--- config.mk ---
export PLATFORM = sky130hd
export DESIGN_NAME = pcie_bringup_seq
export DESIGN_NICKNAME = d
export VERILOG_FILES = /design/src/rtl/bringup_pkg.sv /design/src/rtl/seq_delay_timer.sv /design/src/rtl/lane_cfg_issuer.sv /design/src/rtl/link_state_decode.sv /design/src/rtl/pcie_bringup_seq.sv
export SDC_FILE = /design/constraint.sdc
export NUM_CORES = 1
export LEC_CHECK = 0
export BUFFER_PORTS_ARGS = -buffer_cell sky130_fd_sc_hd__buf_4
export CAP_MARGIN = 0
export CORE_ASPECT_RATIO = 0.7
export CORE_UTILIZATION = 35
export CTS_CLUSTER_SIZE = 40
export DETAILED_ROUTE_END_ITERATION = 7
export PLACE_DENSITY = 0.65
export SLEW_MARGIN = 0
export SYNTH_ARGS = -nofsm -noshare
export SYNTH_HDL_FRONTEND = slang
export SYNTH_HIERARCHICAL = 1
export SYNTH_SLANG_ARGS = --single-unit
--- constraint.sdc ---
create_clock -name clk -period 1.9 [get_ports clk]
set_input_delay 0.19 -clock clk [delete_from_list [all_inputs] [get_ports clk]]
set_output_delay 0.19 -clock clk [all_outputs]
set_load 0.02 [all_outputs]
--- src/rtl/bringup_pkg.sv ---
package bringup_pkg;

    typedef enum logic [4:0] {
        S_IDLE,
        S_ASSERT_RST,
        S_POWER_ON,
        S_PERST_WAIT,
        S_PERST_REL,
        S_POR_REL,
        S_AUXCLK_ON,
        S_HOLD_PHY,
        S_AUXRST_REL,
        S_CR_SEL,
        S_SETTLE,
        S_LANE_START,
        S_LANE_WAIT,
        S_AUXCLK_OFF,
        S_HOLD_REL,
        S_AUXCLK_RE,
        S_DEVTYPE,
        S_LTSSM_ON,
        S_DONE,
        S_FAIL
    } seq_state_e;

    // Lane configuration bits
    localparam int unsigned LANE_CDR_TRACK_BIT = 0;
    localparam int unsigned LANE_LOS_LVL_BIT   = 5;
    localparam int unsigned LANE_TERM_ON_BIT   = 9;
    localparam int unsigned LANE_TERM_AC_BIT   = 10;
    localparam int unsigned LANE_ENABLE_BIT    = 11;

    localparam int unsigned LANE_INIT_VAL =
        (1 << LANE_CDR_TRACK_BIT) | (1 << LANE_LOS_LVL_BIT) |
        (1 << LANE_TERM_ON_BIT)   | (1 << LANE_TERM_AC_BIT) |
        (1 << LANE_ENABLE_BIT);

    localparam int unsigned LANE_REG_BASE   = 'h1008;
    localparam int unsigned LANE_REG_STRIDE = 'h100;
    localparam int unsigned DEV_TYPE_ROOT   = 4;

endpackage

--- src/rtl/seq_delay_timer.sv ---
module seq_delay_timer #(
    parameter int CNT_W = 8
) (
    input  logic             clk,
    input  logic             rst_n,
    input  logic             load_i,
    input  logic [CNT_W-1:0] load_val_i,
    output logic             zero_o
);

    logic [CNT_W-1:0] cnt_q;

    always_ff @(posedge clk) begin
        if (!rst_n) begin
            cnt_q <= '0;
        end else if (load_i) begin
            cnt_q <= load_val_i;
        end else if (cnt_q != '0) begin
            cnt_q <= cnt_q - 1'b1;
        end
    end

    assign zero_o = (cnt_q == '0);

endmodule

--- src/rtl/lane_cfg_issuer.sv ---
module lane_cfg_issuer #(
    parameter int          NUM_PHY       = 2,
    parameter int          LANES_PER_PHY = 4,
    parameter int          PHY_W         = 1,
    parameter int          ADDR_W        = 16,
    parameter int          DATA_W        = 16,
    parameter int unsigned ADDR_BASE     = 'h1008,
    parameter int unsigned ADDR_STRIDE   = 'h100,
    parameter int unsigned INIT_WORD     = 'hE21
) (
    input  logic              clk,
    input  logic              rst_n,
    input  logic              go_i,
    input  logic              wr_done_i,
    input  logic              wr_timeout_i,
    output logic              wr_req_o,
    output logic [PHY_W-1:0]  wr_phy_o,
    output logic [ADDR_W-1:0] wr_addr_o,
    output logic [DATA_W-1:0] wr_data_o,
    output logic              all_done_o,
    output logic              fail_o
);

    localparam int LANE_W = (LANES_PER_PHY > 1) ? $clog2(LANES_PER_PHY) : 1;

    logic              active_q;
    logic [PHY_W-1:0]  phy_q;
    logic [LANE_W-1:0] lane_q;
    logic              last_lane;
    logic              last_phy;
    logic [ADDR_W-1:0] lane_addr [LANES_PER_PHY];

    for (genvar l = 0; l < LANES_PER_PHY; l++) begin : g_lane_addr
        assign lane_addr[l] = ADDR_W'(ADDR_BASE + l * ADDR_STRIDE);
    end

    assign last_lane = (lane_q == LANE_W'(LANES_PER_PHY - 1));
    assign last_phy  = (phy_q == PHY_W'(NUM_PHY - 1));

    always_ff @(posedge clk) begin
        if (!rst_n) begin
            active_q <= 1'b0;
            phy_q    <= '0;
            lane_q   <= '0;
        end else if (go_i) begin
            active_q <= 1'b1;
            phy_q    <= '0;
            lane_q   <= '0;
        end else if (active_q) begin
            if (wr_timeout_i) begin
                active_q <= 1'b0;
            end else if (wr_done_i) begin
                if (last_lane && last_phy) begin
                    active_q <= 1'b0;
                end else if (last_lane) begin
                    lane_q <= '0;
                    phy_q  <= phy_q + 1'b1;
                end else begin
                    lane_q <= lane_q + 1'b1;
                end
            end
        end
    end

    assign wr_req_o   = active_q;
    assign wr_phy_o   = phy_q;
    assign wr_addr_o  = lane_addr[lane_q];
    assign wr_data_o  = DATA_W'(INIT_WORD);
    assign all_done_o = active_q && !wr_timeout_i && wr_done_i && last_lane && last_phy;
    assign fail_o     = active_q && wr_timeout_i;

    AST_REQ_HELD: assert property (@(posedge clk) disable iff (!rst_n)
        (wr_req_o && !wr_done_i && !wr_timeout_i) |=>
        (wr_req_o && $stable(wr_addr_o) && $stable(wr_phy_o)));

endmodule

--- src/rtl/link_state_decode.sv ---
module link_state_decode #(
    parameter int STATUS_W  = 32,
    parameter int UP_BIT    = 4,
    parameter int TRAIN_BIT = 29
) (
    input  logic [STATUS_W-1:0] status_i,
    output logic                link_up_o
);

    logic status_unused;

    assign link_up_o     = status_i[UP_BIT] && !status_i[TRAIN_BIT];
    assign status_unused = ^status_i;

endmodule

--- src/rtl/pcie_bringup_seq.sv ---
module pcie_bringup_seq
    import bringup_pkg::*;
#(
    parameter  int NUM_PHY        = 2,
    parameter  int LANES_PER_PHY  = 4,
    parameter  int PERST_DLY      = 100,
    parameter  int SETTLE_DLY     = 8,
    parameter  int ADDR_W         = 16,
    parameter  int DATA_W         = 16,
    parameter  int DEV_TYPE_W     = 4,
    parameter  int STATUS_W       = 32,
    parameter  int LINK_UP_BIT    = 4,
    parameter  int LINK_TRAIN_BIT = 29,
    localparam int PHY_W          = (NUM_PHY > 1) ? $clog2(NUM_PHY) : 1
) (
    input  logic                  clk,
    input  logic                  rst_n,
    input  logic                  start_i,
    input  logic [STATUS_W-1:0]   link_status_i,
    input  logic                  wr_done_i,
    input  logic                  wr_timeout_i,
    output logic                  core_por_n_o,
    output logic                  card_rst_n_o,
    output logic                  pwr_en_o,
    output logic                  aux_clk_en_o,
    output logic                  aux_rst_o,
    output logic                  hold_phy_rst_o,
    output logic [NUM_PHY-1:0]    cr_sel_o,
    output logic                  ltssm_en_o,
    output logic [DEV_TYPE_W-1:0] dev_type_o,
    output logic                  wr_req_o,
    output logic [PHY_W-1:0]      wr_phy_o,
    output logic [ADDR_W-1:0]     wr_addr_o,
    output logic [DATA_W-1:0]     wr_data_o,
    output logic                  busy_o,
    output logic                  done_o,
    output logic                  error_o,
    output logic                  link_up_o
);

    localparam int MAX_DLY = (PERST_DLY > SETTLE_DLY) ? PERST_DLY : SETTLE_DLY;
    localparam int CNT_W   = $clog2(MAX_DLY + 1);

    seq_state_e       state_q, state_d;
    logic             tmr_load, tmr_zero;
    logic [CNT_W-1:0] tmr_val;
    logic             lane_go, lanes_done, lanes_fail;

    // Delay timer shared by both wait states
    assign tmr_load = (state_q == S_POWER_ON) || (state_q == S_CR_SEL);
    assign tmr_val  = (state_q == S_CR_SEL) ? CNT_W'(SETTLE_DLY - 1) : CNT_W'(PERST_DLY - 1);

    seq_delay_timer #(.CNT_W(CNT_W)) i_timer (
        .clk        (clk),
        .rst_n      (rst_n),
        .load_i     (tmr_load),
        .load_val_i (tmr_val),
        .zero_o     (tmr_zero)
    );

    assign lane_go = (state_q == S_LANE_START);

    lane_cfg_issuer #(
        .NUM_PHY       (NUM_PHY),
        .LANES_PER_PHY (LANES_PER_PHY),
        .PHY_W         (PHY_W),
        .ADDR_W        (ADDR_W),
        .DATA_W        (DATA_W),
        .ADDR_BASE     (LANE_REG_BASE),
        .ADDR_STRIDE   (LANE_REG_STRIDE),
        .INIT_WORD     (LANE_INIT_VAL)
    ) i_issuer (
        .clk          (clk),
        .rst_n        (rst_n),
        .go_i         (lane_go),
        .wr_done_i    (wr_done_i),
        .wr_timeout_i (wr_timeout_i),
        .wr_req_o     (wr_req_o),
        .wr_phy_o     (wr_phy_o),
        .wr_addr_o    (wr_addr_o),
        .wr_data_o    (wr_data_o),
        .all_done_o   (lanes_done),
        .fail_o       (lanes_fail)
    );

    link_state_decode #(
        .STATUS_W  (STATUS_W),
        .UP_BIT    (LINK_UP_BIT),
        .TRAIN_BIT (LINK_TRAIN_BIT)
    ) i_link (
        .status_i  (link_status_i),
        .link_up_o (link_up_o)
    );

    // State register
    always_ff @(posedge clk) begin
        if (!rst_n) begin
            state_q <= S_IDLE;
        end else begin
            state_q <= state_d;
        end
    end

    // Next-state logic
    always_comb begin
        state_d = state_q;
        unique case (state_q)
            S_IDLE:       if (start_i) state_d = S_ASSERT_RST;
            S_ASSERT_RST: state_d = S_POWER_ON;
            S_POWER_ON:   state_d = S_PERST_WAIT;
            S_PERST_WAIT: if (tmr_zero) state_d = S_PERST_REL;
            S_PERST_REL:  state_d = S_POR_REL;
            S_POR_REL:    state_d = S_AUXCLK_ON;
            S_AUXCLK_ON:  state_d = S_HOLD_PHY;
            S_HOLD_PHY:   state_d = S_AUXRST_REL;
            S_AUXRST_REL: state_d = S_CR_SEL;
            S_CR_SEL:     state_d = S_SETTLE;
            S_SETTLE:     if (tmr_zero) state_d = S_LANE_START;
            S_LANE_START: state_d = S_LANE_WAIT;
            S_LANE_WAIT: begin
                if (lanes_fail) begin
                    state_d = S_FAIL;
                end else if (lanes_done) begin
                    state_d = S_AUXCLK_OFF;
                end
            end
            S_AUXCLK_OFF: state_d = S_HOLD_REL;
            S_HOLD_REL:   state_d = S_AUXCLK_RE;
            S_AUXCLK_RE:  state_d = S_DEVTYPE;
            S_DEVTYPE:    state_d = S_LTSSM_ON;
            S_LTSSM_ON:   state_d = S_DONE;
            S_DONE:       state_d = S_IDLE;
            S_FAIL:       state_d = S_IDLE;
            default:      state_d = S_IDLE;
        endcase
    end

    // Output registers, updated by the state being left
    always_ff @(posedge clk) begin
        if (!rst_n) begin
            core_por_n_o   <= 1'b0;
            card_rst_n_o   <= 1'b0;
            pwr_en_o       <= 1'b0;
            aux_clk_en_o   <= 1'b0;
            aux_rst_o      <= 1'b1;
            hold_phy_rst_o <= 1'b0;
            cr_sel_o       <= '0;
            ltssm_en_o     <= 1'b0;
            dev_type_o     <= '0;
            error_o        <= 1'b0;
        end else begin
            unique case (state_q)
                S_ASSERT_RST: begin
                    core_por_n_o   <= 1'b0;
                    card_rst_n_o   <= 1'b0;
                    pwr_en_o       <= 1'b0;
                    aux_clk_en_o   <= 1'b0;
                    aux_rst_o      <= 1'b1;
                    hold_phy_rst_o <= 1'b0;
                    cr_sel_o       <= '0;
                    ltssm_en_o     <= 1'b0;
                    dev_type_o     <= '0;
                    error_o        <= 1'b0;
                end
                S_POWER_ON:   pwr_en_o       <= 1'b1;
                S_PERST_REL:  card_rst_n_o   <= 1'b1;
                S_POR_REL:    core_por_n_o   <= 1'b1;
                S_AUXCLK_ON:  aux_clk_en_o   <= 1'b1;
                S_HOLD_PHY:   hold_phy_rst_o <= 1'b1;
                S_AUXRST_REL: aux_rst_o      <= 1'b0;
                S_CR_SEL:     cr_sel_o       <= '1;
                S_AUXCLK_OFF: aux_clk_en_o   <= 1'b0;
                S_HOLD_REL:   hold_phy_rst_o <= 1'b0;
                S_AUXCLK_RE:  aux_clk_en_o   <= 1'b1;
                S_DEVTYPE:    dev_type_o     <= DEV_TYPE_W'(DEV_TYPE_ROOT);
                S_LTSSM_ON:   ltssm_en_o     <= 1'b1;
                S_FAIL:       error_o        <= 1'b1;
                default: ;
            endcase
        end
    end

    assign busy_o = (state_q != S_IDLE);
    assign done_o = (state_q == S_DONE);

    AST_PERST_NEEDS_PWR: assert property (@(posedge clk) disable iff (!rst_n)
        card_rst_n_o |-> pwr_en_o);
    AST_POR_AFTER_PERST: assert property (@(posedge clk) disable iff (!rst_n)
        core_por_n_o |-> card_rst_n_o);
    AST_WRITE_UNDER_HOLD: assert property (@(posedge clk) disable iff (!rst_n)
        wr_req_o |-> hold_phy_rst_o);
    AST_LTSSM_LAST: assert property (@(posedge clk) disable iff (!rst_n)
        ltssm_en_o |-> (!hold_phy_rst_o && aux_clk_en_o &&
                        dev_type_o == DEV_TYPE_W'(DEV_TYPE_ROOT)));
    AST_DONE_SINGLE: assert property (@(posedge clk) disable iff (!rst_n)
        done_o |=> (!done_o && !busy_o));
    AST_ERR_NO_LTSSM: assert property (@(posedge clk) disable iff (!rst_n)
        error_o |-> !ltssm_en_o);

endmodule

==> summary.md, run 1 <==
| Metric | Value |
|---|---|
| Ys Warns | `6` |
| CP Depth | `4` |
| Final worst path period share | `91.4%` |
| Rel. slew slack | `64.5%` |
| Worst-Skew Late Latency | `0.27 ns` |
| FF+latch count, synth | `26` |
| Syn Area/Cell | `7.84 um^2` |
| Final hold vios | `0` |
| 1st-pass router iterations | `4` |
| # port buffers | `24` |
| Core Area | `4810 um^2` |
| Largest net degree at the start of global routing | `17` |
| Nets | `290` |
| Clock-pin slew on the worst setup and hold paths | `0.09 ns` |
| Die span in x | `86.7 um` |
| CTS H-tree lvls | `1` |
| Worst EP arrival | `1.55 ns` |
| Residual DRC | `0` |
| Setup-failing EPs final | `0` |
| Worst slew pin tran | `0.532 ns` |
| Worst r2r dst | `state_q[0]` |
| R2R setup slack | `0.23 ns` |
| Cells after Synth | `224` |
| Met3 GRT Util | `2.82%` |
| Setup Total Neg Slack | `0 ns` |
| Final Slew Violations | `0` |
| Fin Clk Skew | `0.00285 ns` |
| Status | `completed` |
| Leak | `0.864 nW` |
| GRT met2 Usage | `20.0%` |
| Starting Density | `36.5%` |
| Initial antenna violation count | `0` |
| CP bufs+invs | `2` |
| Worst Hold Class | `in -> reg` |
| GRT overflow | `0` |
| Most used DFF post-synth | `dfxtp_1` |
| Ys async rst share | `0%` |
| Highest Clock Rate | `0.576 GHz` |
| Most used routing layer | `met1` |
| PwrDens | `1130 nW/um^2` |
| Post-synth cell types | `52` |
| Number of DRC markers in iteration 0 | `99` |
| Non-Filler Instances | `318` |
| R2r startpoint | `state_q[0]` |
| Routed Wire Length | `3.61 mm` |
| Register area share after synthesis | `29.6%` |
| Worst path most repeated cell | `buf_4` |
| DIE AREA | `5310 um^2` |
| Most frequent cells in the layout | `37 x conb_1, 35 x buf_4, 26 x dfxtp_1` |
| Register-to-Register Path Depth | `5` |
| Io pins | `88` |
| Crit path from | `state_q[2]` |
| Vias/cell | `4.57` |
| Peak supply drop | `0.381 mV` |
| Worst-path cell chain | `nor3_1 -> buf_4 -> nand2_1 -> buf_4` |
| Post-DR wirelength/cell | `11.3 um` |
| Crit path kind | `reg -> out` |
| Worst EP required | `1.71 ns` |
| Cell row count | `21` |
| Post CTS Setup Buffer Count | `0` |
| Final GP Congestion | `0.799` |
| CTS Buf Count | `3` |
| Max Cap Viol | `0` |
| Worst hold slack | `0.206 ns` |
| M1 GR Usage | `21.5%` |
| Cell family with most CP delay | `simple AND/OR/NAND/NOR gates` |
| Root Buffer | `clkbuf_8` |
| CTS tree | `done` |
| Commonest non-fill, non-tap cell in the layout | `conb_1` |
| Crit start category | `register` |
| Fillers | `522` |
| CP max stage cell | `dfxtp_1` |
| Crit end category | `output port` |
| Clock Sinks | `26` |
| Vias in the first global route | `1180` |
| Share of cells above drive strength 1 | `19.7%` |
| Placed Cells | `314` |
| Via Count | `1452` |
| Clock buffer depth | `2` |
| Die Y | `61.3 um` |
| Synthesis-to-layout area growth | `11.8%` |
| Post-route ant nets | `0` |
| Hold path start | `rst_n` |
| Critical path endpoint | `busy_o` |
| Tmin final | `1.74 ns` |
| Crit Path Max Fanout | `12` |
| Slowest Stage Delay on Critical Path | `0.43 ns` |
| Number of diodes | `0` |
| RSZ-0062 raised after global routing | `false` |
| DP HPWL | `2.67 mm` |
| Synthesized area | `1760 um^2` |
| Post-synth EDFFs | `0` |
| First-pass GRT wire length | `5.81 mm` |
| GRT Total Usage | `13.9%` |
## registers in the layout, summed over array words and instances, names as in the netlist
name / cells
i_timer/cnt_q: 7
state_q: 5
i_issuer/lane_q: 2
aux_clk_en_o: 1
aux_rst_o: 1
card_rst_n_o: 1
core_por_n_o: 1
cr_sel_o: 1
dev_type_o: 1
error_o: 1
hold_phy_rst_o: 1
i_issuer/wr_phy_o: 1
i_issuer/wr_req_o: 1
ltssm_en_o: 1
pwr_en_o: 1
## report_power, final
group          internal (mW)  total, mW  switching (mW)  leakage (nW)
Sequential             0.639      0.771           0.132         0.212
Combinational          0.508       1.08           0.573         0.624
Clock                  0.185      0.360           0.175        0.0288
## final cells by class
| cell class | count | area [um^2] | share of cell area (%) |
|---|---|---|---|
| timing repair buffer | 35 | 263 | 13.4 |
| clock buffer | 4 | 55.1 | 2.80 |
| sequential | 26 | 520 | 26.5 |
| tap | 69 | 86.3 | 4.40 |
| inverter | 10 | 37.5 | 1.91 |
| multi-input combinational | 174 | 1000 | 51.0 |
## synthesized netlist by cell type (2+ instances only)
library cell / count / area (um^2)
nand3_1: 9 / 45.0
clkbuf_1: 4 / 15.0
a311oi_1: 2 / 17.5
conb_1: 4 / 15.0
a21oi_1: 14 / 70.1
o31ai_1: 4 / 30.0
nor3b_1: 2 / 15.0
nand3b_1: 2 / 15.0
nand2_1: 20 / 75.1
or4_1: 2 / 15.0
xnor2_1: 5 / 43.8
nor2b_1: 2 / 12.5
and2_1: 4 / 25.0
nand2b_1: 3 / 18.8
o21ai_0: 8 / 40.0
buf_4: 35 / 263
xor2_1: 2 / 17.5
ha_1: 3 / 37.5
a211oi_1: 2 / 15.0
buf_2: 6 / 30.0
or3_1: 2 / 12.5
and3b_1: 2 / 17.5
nor3_1: 7 / 35.0
nor2_1: 14 / 52.6
a2bb2oi_1: 2 / 17.5
a32o_1: 3 / 30.0
inv_1: 9 / 33.8
a31oi_1: 3 / 18.8
dfxtp_1: 26 / 521
## logic make-up after synthesis
| family | count (synthesis) | synth area share [%] |
|---|---|---|
| AO/OA/AOI/OAI | 48 | 18.4 |
| XOR/XNOR | 7 | 3.49 |
| adder cells (fa/ha/maj) | 3 | 2.14 |
| buffers and inverters | 57 | 20.6 |
| flip-flops | 26 | 29.6 |
| multiplexers | 2 | 1.42 |
| other | 4 | 0.854 |
| AND/OR/NAND/NOR | 77 | 23.4 |
## stage by stage
step	utilization [%]	power [mW]	worst slack [ns]	area (um^2)
CTS	40.8	2.24	0.0672	1960
floorplan	-	1.66	0.233	1880
finish	40.8	2.21	0.164	1960
global route	40.8	2.40	0.00587	1960
detailed placement	39.6	1.86	0.247	1910
global placement	39.6	1.85	0.254	1910
## metal layers
metal	vias to the layer above	wire length, um
met1	658	1970
li1	751	-
met5	-	0
met2	41	1420
met3	2	201
met4	0	20
## repair_timing
item                                    CTS  global route
gates resized for setup                   0             1
hold buffers                              0             0
endpoints found under the hold margin     0             0
endpoints found under the setup margin    0             1
## worst min path at each step
| stage | end | slack, ns | cells past startpoint |
|---|---|---|---|
| finish | aux_rst_o | 0.21 | 2 |
| CTS | aux_rst_o | 0.21 | 2 |
| global route | aux_rst_o | 0.21 | 2 |
| floorplan | aux_rst_o | 0.27 | 1 |
| detailed placement | ltssm_en_o | 0.46 | 2 |
| global placement | ltssm_en_o | 0.45 | 2 |
Power figures use the tool's default switching activity.
==> inputs of run 2 (changes only) <==
PLACE_DENSITY = 0.66   (was 0.65)
SKIP_CTS_REPAIR_TIMING = 1   (was unset)
SYNTH_HIERARCHICAL = unset   (was 1)
==> summary.md, run 2 <==
| Metric | Value |
|---|---|
| M1 GR Usage | `21.4% (was 21.5%)` |
| Post-synth EDFFs | `0 (unchanged)` |
| Die span in x | `83.6 um (was 86.7 um)` |
| Crit Path Max Fanout | `2 (was 12)` |
| Biggest regs | `i_timer.cnt_q x7, state_q x5, i_issuer.lane_q x2 (was i_timer/cnt_q x7, state_q x5, i_issuer/lane_q x2)` |
| Clock buffer depth | `2 (unchanged)` |
| CTS H-tree lvls | `1 (unchanged)` |
| Final GP Congestion | `0.785 (was 0.799)` |
| Setup Total Neg Slack | `0 ns (unchanged)` |
| Met3 GRT Util | `3.62% (was 2.82%)` |
| Number of DRC markers in iteration 0 | `95 (was 99)` |
| Most used DFF post-synth | `dfxtp_1 (unchanged)` |
| Placed instance area | `1770 um^2 (was 1910 um^2)` |
| Ys async rst share | `0% (unchanged)` |
| Post-DR wirelength/cell | `11.7 um (was 11.3 um)` |
| Slowest Stage Delay on Critical Path | `0.44 ns (was 0.43 ns)` |
| Sequential Area | `522 um^2 (was 520 um^2)` |
| GRT met2 Usage | `20.4% (was 20.0%)` |
| Fillers | `476 (was 522)` |
| Core Area | `4400 um^2 (was 4810 um^2)` |
| Status | `completed (unchanged)` |
| Cell row count | `20 (was 21)` |
| # port buffers | `24 (unchanged)` |
| Cells after Synth | `208 (was 224)` |
| First-pass GRT wire length | `5.66 mm (was 5.81 mm)` |
| Final hold vios | `0 (unchanged)` |
| Tmin final | `1.88 ns (was 1.74 ns)` |
| Fin Clk Skew | `0.00582 ns (was 0.00285 ns)` |
| Initial antenna violation count | `0 (unchanged)` |
| Top cells by area, synth | `dfxtp_1 32%, buf_4 16%, a21oi_1 6.7%, nand2_1 5.1%, nor2_1 2.8% (was dfxtp_1 30%, buf_4 15%, nand2_1 4.3%, a21oi_1 4.0%, nor2_1 3.0%)` |
| Number of diodes | `0 (unchanged)` |
| Synthesis-to-layout area growth | `12.2% (was 11.8%)` |
| Ys Warns | `0 (was 6)` |
| Post-synth top area share | `31.9% (was 29.6%)` |
| Commonest cells post-synth | `34 x buf_4, 26 x dfxtp_1, 22 x a21oi_1, 22 x nand2_1, 12 x nor2_1 (was 35 x buf_4, 26 x dfxtp_1, 20 x nand2_1, 14 x a21oi_1, 14 x nor2_1)` |
| Setup-failing EPs final | `0 (unchanged)` |
| CP bufs+invs | `1 (was 2)` |
| Largest net degree at the start of global routing | `23 (was 17)` |
| Synthesized area | `1630 um^2 (was 1760 um^2)` |
| Critical path endpoint | `i_timer.cnt_q[1] (was busy_o)` |
| Crit end category | `register (was output port)` |
| Worst-Skew Late Latency | `0.27 ns (about the same)` |
| PwrDens | `870 nW/um^2 (was 1130 nW/um^2)` |
| Crit path from | `i_timer.cnt_q[1] (was state_q[2])` |
| Largest Register | `i_timer.cnt_q (was i_timer/cnt_q)` |
| Final Slew Violations | `0 (unchanged)` |
| Highest Clock Rate | `0.533 GHz (was 0.576 GHz)` |
| Final Cell Area | `1830 um^2 (was 1960 um^2)` |
| Clock-pin slew on the worst setup and hold paths | `0.09 ns (about the same)` |
| Largest area contributor in the netlist | `dfxtp_1 (unchanged)` |
| Final Power | `1.59 mW (was 2.21 mW)` |
| CTS tree | `done (unchanged)` |
| DIE AREA | `4940 um^2 (was 5310 um^2)` |
| CTS Buf Count | `3 (unchanged)` |
| Crit start category | `register (unchanged)` |
| Post-synth cell types | `46 (was 52)` |
| Most common cell in the netlist | `buf_4 (unchanged)` |
| Residual DRC | `0 (unchanged)` |
| Clock Sinks | `26 (unchanged)` |
| Die Y | `59.1 um (was 61.3 um)` |
| Starting Density | `37.0% (was 36.5%)` |
| Most frequent cells in the layout | `33 x conb_1, 33 x buf_4, 25 x dfxtp_1 (was 37 x conb_1, 35 x buf_4, 26 x dfxtp_1)` |
| Crit path kind | `reg -> reg (was reg -> out)` |
| CP Depth | `6 (was 4)` |
| Largest register FFs | `7 (unchanged)` |
| Worst Hold Class | `in -> reg (unchanged)` |
| Register area share after synthesis | `31.9% (was 29.6%)` |
| Max Cap Viol | `0 (unchanged)` |
| Routed Wire Length | `3.37 mm (was 3.61 mm)` |
| Worst r2r dst | `i_timer.cnt_q[1] (was state_q[0])` |
| Worst EP required | `2.12 ns (was 1.71 ns)` |
| Leak | `0.774 nW (was 0.864 nW)` |
| Root Buffer | `clkbuf_8 (unchanged)` |
| Final worst path period share | `98.7% (was 91.4%)` |
| Via Count | `1373 (was 1452)` |
| R2r startpoint | `i_timer.cnt_q[1] (was state_q[0])` |
| Cell family with most CP delay | `simple AND/OR/NAND/NOR gates (unchanged)` |
| Io pins | `88 (unchanged)` |
| Share of cells above drive strength 1 | `19.8% (was 19.7%)` |
| GRT Total Usage | `14.3% (was 13.9%)` |
| Register-to-Register Path Depth | `6 (was 5)` |
| FF+latch count, synth | `26 (unchanged)` |
| Vias in the first global route | `1138 (was 1180)` |
| DP HPWL | `2.51 mm (was 2.67 mm)` |
| R2R setup slack | `0.02 ns (was 0.23 ns)` |
| CP max stage cell | `or4_4 (was dfxtp_1)` |
| RSZ-0062 raised after global routing | `true (was false)` |
| Worst-path cell chain | `inv_1 -> ha_2 -> or3b_4 -> or4_4 -> mux2_4 -> a21boi_2 (was nor3_1 -> buf_4 -> nand2_1 -> buf_4)` |
| Peak supply drop | `0.359 mV (was 0.381 mV)` |
| Vias/cell | `4.78 (was 4.57)` |
| Area of the multi-input gates | `918 um^2 (was 1000 um^2)` |
| Most used routing layer | `met1 (unchanged)` |
| GRT overflow | `0 (unchanged)` |
| Worst EP arrival | `2.09 ns (was 1.55 ns)` |
| Post-route ant nets | `0 (unchanged)` |
| Syn Area/Cell | `7.84 um^2 (about the same)` |
| Nets | `272 (was 290)` |
| 1st-pass router iterations | `4 (unchanged)` |
[run 2: worst min path at each step]
stage	startpoint	endpoint	slack [ns]	cells after the start
global placement	ltssm_en_o	ltssm_en_o	0.45	2
CTS	rst_n	aux_rst_o	0.21	2
finish	rst_n	aux_rst_o	0.21	2
floorplan	rst_n	hold_phy_rst_o	0.32	2
global route	rst_n	aux_rst_o	0.22	2
detailed placement	pwr_en_o	pwr_en_o	0.46	2
[run 2: layout make-up]
| class | instances | area share [%] |
|---|---|---|
| timing repair buffer | 33 | 13.5 |
| inverter | 5 | 1.03 |
| clock buffer | 4 | 3.01 |
| multi-input combinational | 164 | 50.2 |
| sequential | 26 | 28.5 |
| tap | 55 | 3.76 |
[run 2: kinds of logic (layout without fill, tap and decap cells)]
logic type / count (synthesis) / in the layout / synth area share [%]
other: 2 / 33 / 0.460
AO/OA/AOI/OAI: 46 / 46 / 17.2
AND/OR/NAND/NOR: 76 / 76 / 25.4
XOR/XNOR: 3 / 3 / 1.61
adder cells (fa/ha/maj): 2 / 2 / 1.53
buffers and inverters: 49 / 42 / 19.1
flip-flops: 26 / 26 / 31.9
multiplexers: 4 / 4 / 2.84
[run 2: per-stage QoR]
step	util [%]	cells	hold slack (ns)	setup WS, ns
after floorplan	-	239	0.317	0.0506
after global placement	40.2	283	0.452	0.0197
after detailed placement	40.2	283	0.462	0.0208
after CTS	41.5	287	0.211	-0.00470
after global routing	41.6	287	0.218	-0.0375
final	41.6	287	0.213	0.0244
[run 2: where the power goes]
group,internal [mW],switching [mW]
clock,0.185,0.178
combinational,0.282,0.300
sequential,0.601,0.0456
total,1.07,0.524
[run 2: worst reg2reg max path, stage by stage, from the launching register on]
cell      delay, ns
dfxtp_1        0.32
inv_1          0.07
ha_2           0.17
or3b_4         0.38
or4_4          0.44
mux2_4         0.32
a21boi_2       0.12
[run 2: metal layers]
layer | share of wire, % | vias up
met1 | 52 | 627
met4 | 0.80 | 0
met5 | 0 | -
met2 | 41 | 36
li1 | - | 708
met3 | 5.8 | 2
==> inputs of run 3 (changes only) <==
PLACE_DENSITY = 0.69   (was 0.66)
clock period = 1.6 ns   (was 1.9 ns; I/O delays follow)
==> summary.md, run 3 (synthesized netlist as in run 2, its figures left out) <==
| Metric | Value |
|---|---|
| CTS H-tree lvls | `1 (unchanged)` |
| Residual DRC | `0 (unchanged)` |
| Non-Filler Instances | `293 (was 287)` |
| Final worst setup slack | `-0.227 ns (was 0.0244 ns)` |
| Routed Wire Length | `3.45 mm (was 3.37 mm)` |
| Setup-failing EPs final | `8 (was 0)` |
| Util after Layout | `43.2% (was 41.6%)` |
| First-pass GRT wire length | `5.84 mm (was 5.66 mm)` |
| Commonest non-fill, non-tap cell in the layout | `buf_4` |
| Fillers | `443 (was 476)` |
| Clock Sinks | `26 (unchanged)` |
| Nets | `279 (was 272)` |
| Worst Hold Class | `in -> reg (unchanged)` |
| Biggest regs | `i_timer.cnt_q x7, state_q x5, i_issuer.lane_q x2 (unchanged)` |
| Violated checks | `setup timing` |
| Largest net degree at the start of global routing | `20 (was 23)` |
| Final worst path period share | `114% (was 98.7%)` |
| Tmin final | `1.83 ns (was 1.88 ns)` |
| Final GP Congestion | `0.787 (was 0.785)` |
| Worst EP required | `1.82 ns (was 2.12 ns)` |
| Final hold vios | `0 (unchanged)` |
| Sw frac | `34.0% (was 32.9%)` |
| # port buffers | `24 (unchanged)` |
| CTS tree | `done (unchanged)` |
| Sequential Area | `523 um^2 (was 522 um^2)` |
| Fin Clk Skew | `0.00301 ns (was 0.00582 ns)` |
| Sw power | `0.668 mW (was 0.524 mW)` |
| Post-DR wirelength/cell | `11.8 um (was 11.7 um)` |
| Crit Path Max Fanout | `2 (unchanged)` |
| Leak | `0.810 nW (was 0.774 nW)` |
| Clock-pin slew on the worst setup and hold paths | `0.09 ns (about the same)` |
| Largest Register | `i_timer.cnt_q (unchanged)` |
| Worst EP arrival | `2.04 ns (was 2.09 ns)` |
| CTS Buf Count | `3 (unchanged)` |
| Flop pwr share | `38.8% (was 40.6%)` |
| Synthesis-to-layout area growth | `16.6% (was 12.2%)` |
| Number of DRC markers in iteration 0 | `62 (was 95)` |
| Most frequent cells in the layout | `40 x buf_4, 33 x conb_1, 24 x dfxtp_1 (was 33 x conb_1, 33 x buf_4, 25 x dfxtp_1)` |
| Cell row count | `20 (unchanged)` |
| Vias/cell | `4.90 (was 4.78)` |
| DIE AREA | `4940 um^2 (unchanged)` |
| Root Buffer | `clkbuf_8 (unchanged)` |
| Vias in the first global route | `1239 (was 1138)` |
| Peak supply drop | `0.405 mV (was 0.359 mV)` |
| Share of cells above drive strength 1 | `24.4% (was 19.8%)` |
| Placed Cells | `290 (was 283)` |
| Number of diodes | `0 (unchanged)` |
| GRT overflow | `0 (unchanged)` |
| Initial antenna violation count | `0 (unchanged)` |
| PwrDens | `1030 nW/um^2 (was 870 nW/um^2)` |
| GRT Total Usage | `14.9% (was 14.3%)` |
| Crit end category | `register (unchanged)` |
| DP HPWL | `2.57 mm (was 2.51 mm)` |
| Io pins | `88 (unchanged)` |
| RSZ-0062 raised after global routing | `true (unchanged)` |
| Worst-Skew Late Latency | `0.27 ns (about the same)` |
| Core Area | `4400 um^2 (unchanged)` |
| Die Y | `59.1 um (unchanged)` |
| Largest register FFs | `7 (unchanged)` |
| Status | `finished with violations (was completed)` |
| Starting Density | `37.0% (unchanged)` |
| Max Cap Viol | `0 (unchanged)` |
| Clk network pwr share | `19.2% (was 22.9%)` |
| Crit path kind | `reg -> reg (unchanged)` |
| Crit start category | `register (unchanged)` |
| Via Count | `1435 (was 1373)` |
| Die span in x | `83.6 um (unchanged)` |
| Comb power frac | `42.0% (was 36.6%)` |
| 1st-pass router iterations | `4 (unchanged)` |
| Post-route ant nets | `0 (unchanged)` |
| Pint | `1.29 mW (was 1.07 mW)` |
| Highest Clock Rate | `0.547 GHz (was 0.533 GHz)` |
| Final Slew Violations | `0 (unchanged)` |
| Clock buffer depth | `2 (unchanged)` |
| Area of the multi-input gates | `950 um^2 (was 918 um^2)` |
-- run 3: cell types whose count changed in the layout (fill, tap and decap cells not counted), sizes merged --
cell | previous run | this run
buf | 33 | 40
clkbuf | 4 | 3
-- run 3: metal layers --
layer  part of all wire [%]  GRT usage, %
met4                   0.73          3.15
met5                      0             0
met1                     53          21.0
met3                    4.9          3.62
met2                     41          23.5
-- run 3: final cells by class --
class | instances | share of cell area, %
inverter | 5 | 0.987
timing repair buffer | 40 | 15.8
clock buffer | 3 | 2.17
sequential | 26 | 27.5
multi-input combinational | 164 | 49.9
tap | 55 | 3.62
-- run 3: final timing paths --
kind	from	end	slack [ns]	cells after the start
max reg2reg	i_timer.cnt_q[0]	i_timer.cnt_q[1]	-0.23	6
min	rst_n	aux_rst_o	0.19	2
max	i_timer.cnt_q[0]	i_timer.cnt_q[1]	-0.23	6
min reg2reg	ltssm_en_o	ltssm_en_o	0.48	2
-- run 3: power by group through the flow --
| stage | Clock [mW] | Sequential (mW) | Combinational (mW) |
|---|---|---|---|
| 6_report | 0.376 | 0.761 | 0.825 |
| 5_1_grt | 0.412 | 0.769 | 0.922 |
| 3_3_place_gp | 0 | 0.773 | 0.783 |
| 2_1_floorplan | 0 | 0.772 | 0.594 |
| 4_1_cts | 0.390 | 0.758 | 0.795 |
| 3_5_place_dp | 0 | 0.773 | 0.791 |
-- run 3: stage by stage --
step	setup TNS [ns]	cell area [um^2]	setup slack, ns	total power, mW	hold WS, ns
finish	-0.893	1900	-0.227	1.96	0.190
CTS	-1.16	1880	-0.256	1.94	0.183
global placement	-0.782	1840	-0.201	1.56	0.453
global route	-1.51	1900	-0.280	2.10	0.195
detailed placement	-1.01	1840	-0.230	1.56	0.460
floorplan	-0.221	1760	-0.221	1.37	0.287
-- run 3: critical path: stages, from the launching register on --
cell      delay (ns)
dfxtp_2         0.33
inv_2           0.07
ha_4            0.13
or3b_4          0.37
or4_4           0.44
mux2_4          0.32
a21boi_2        0.12
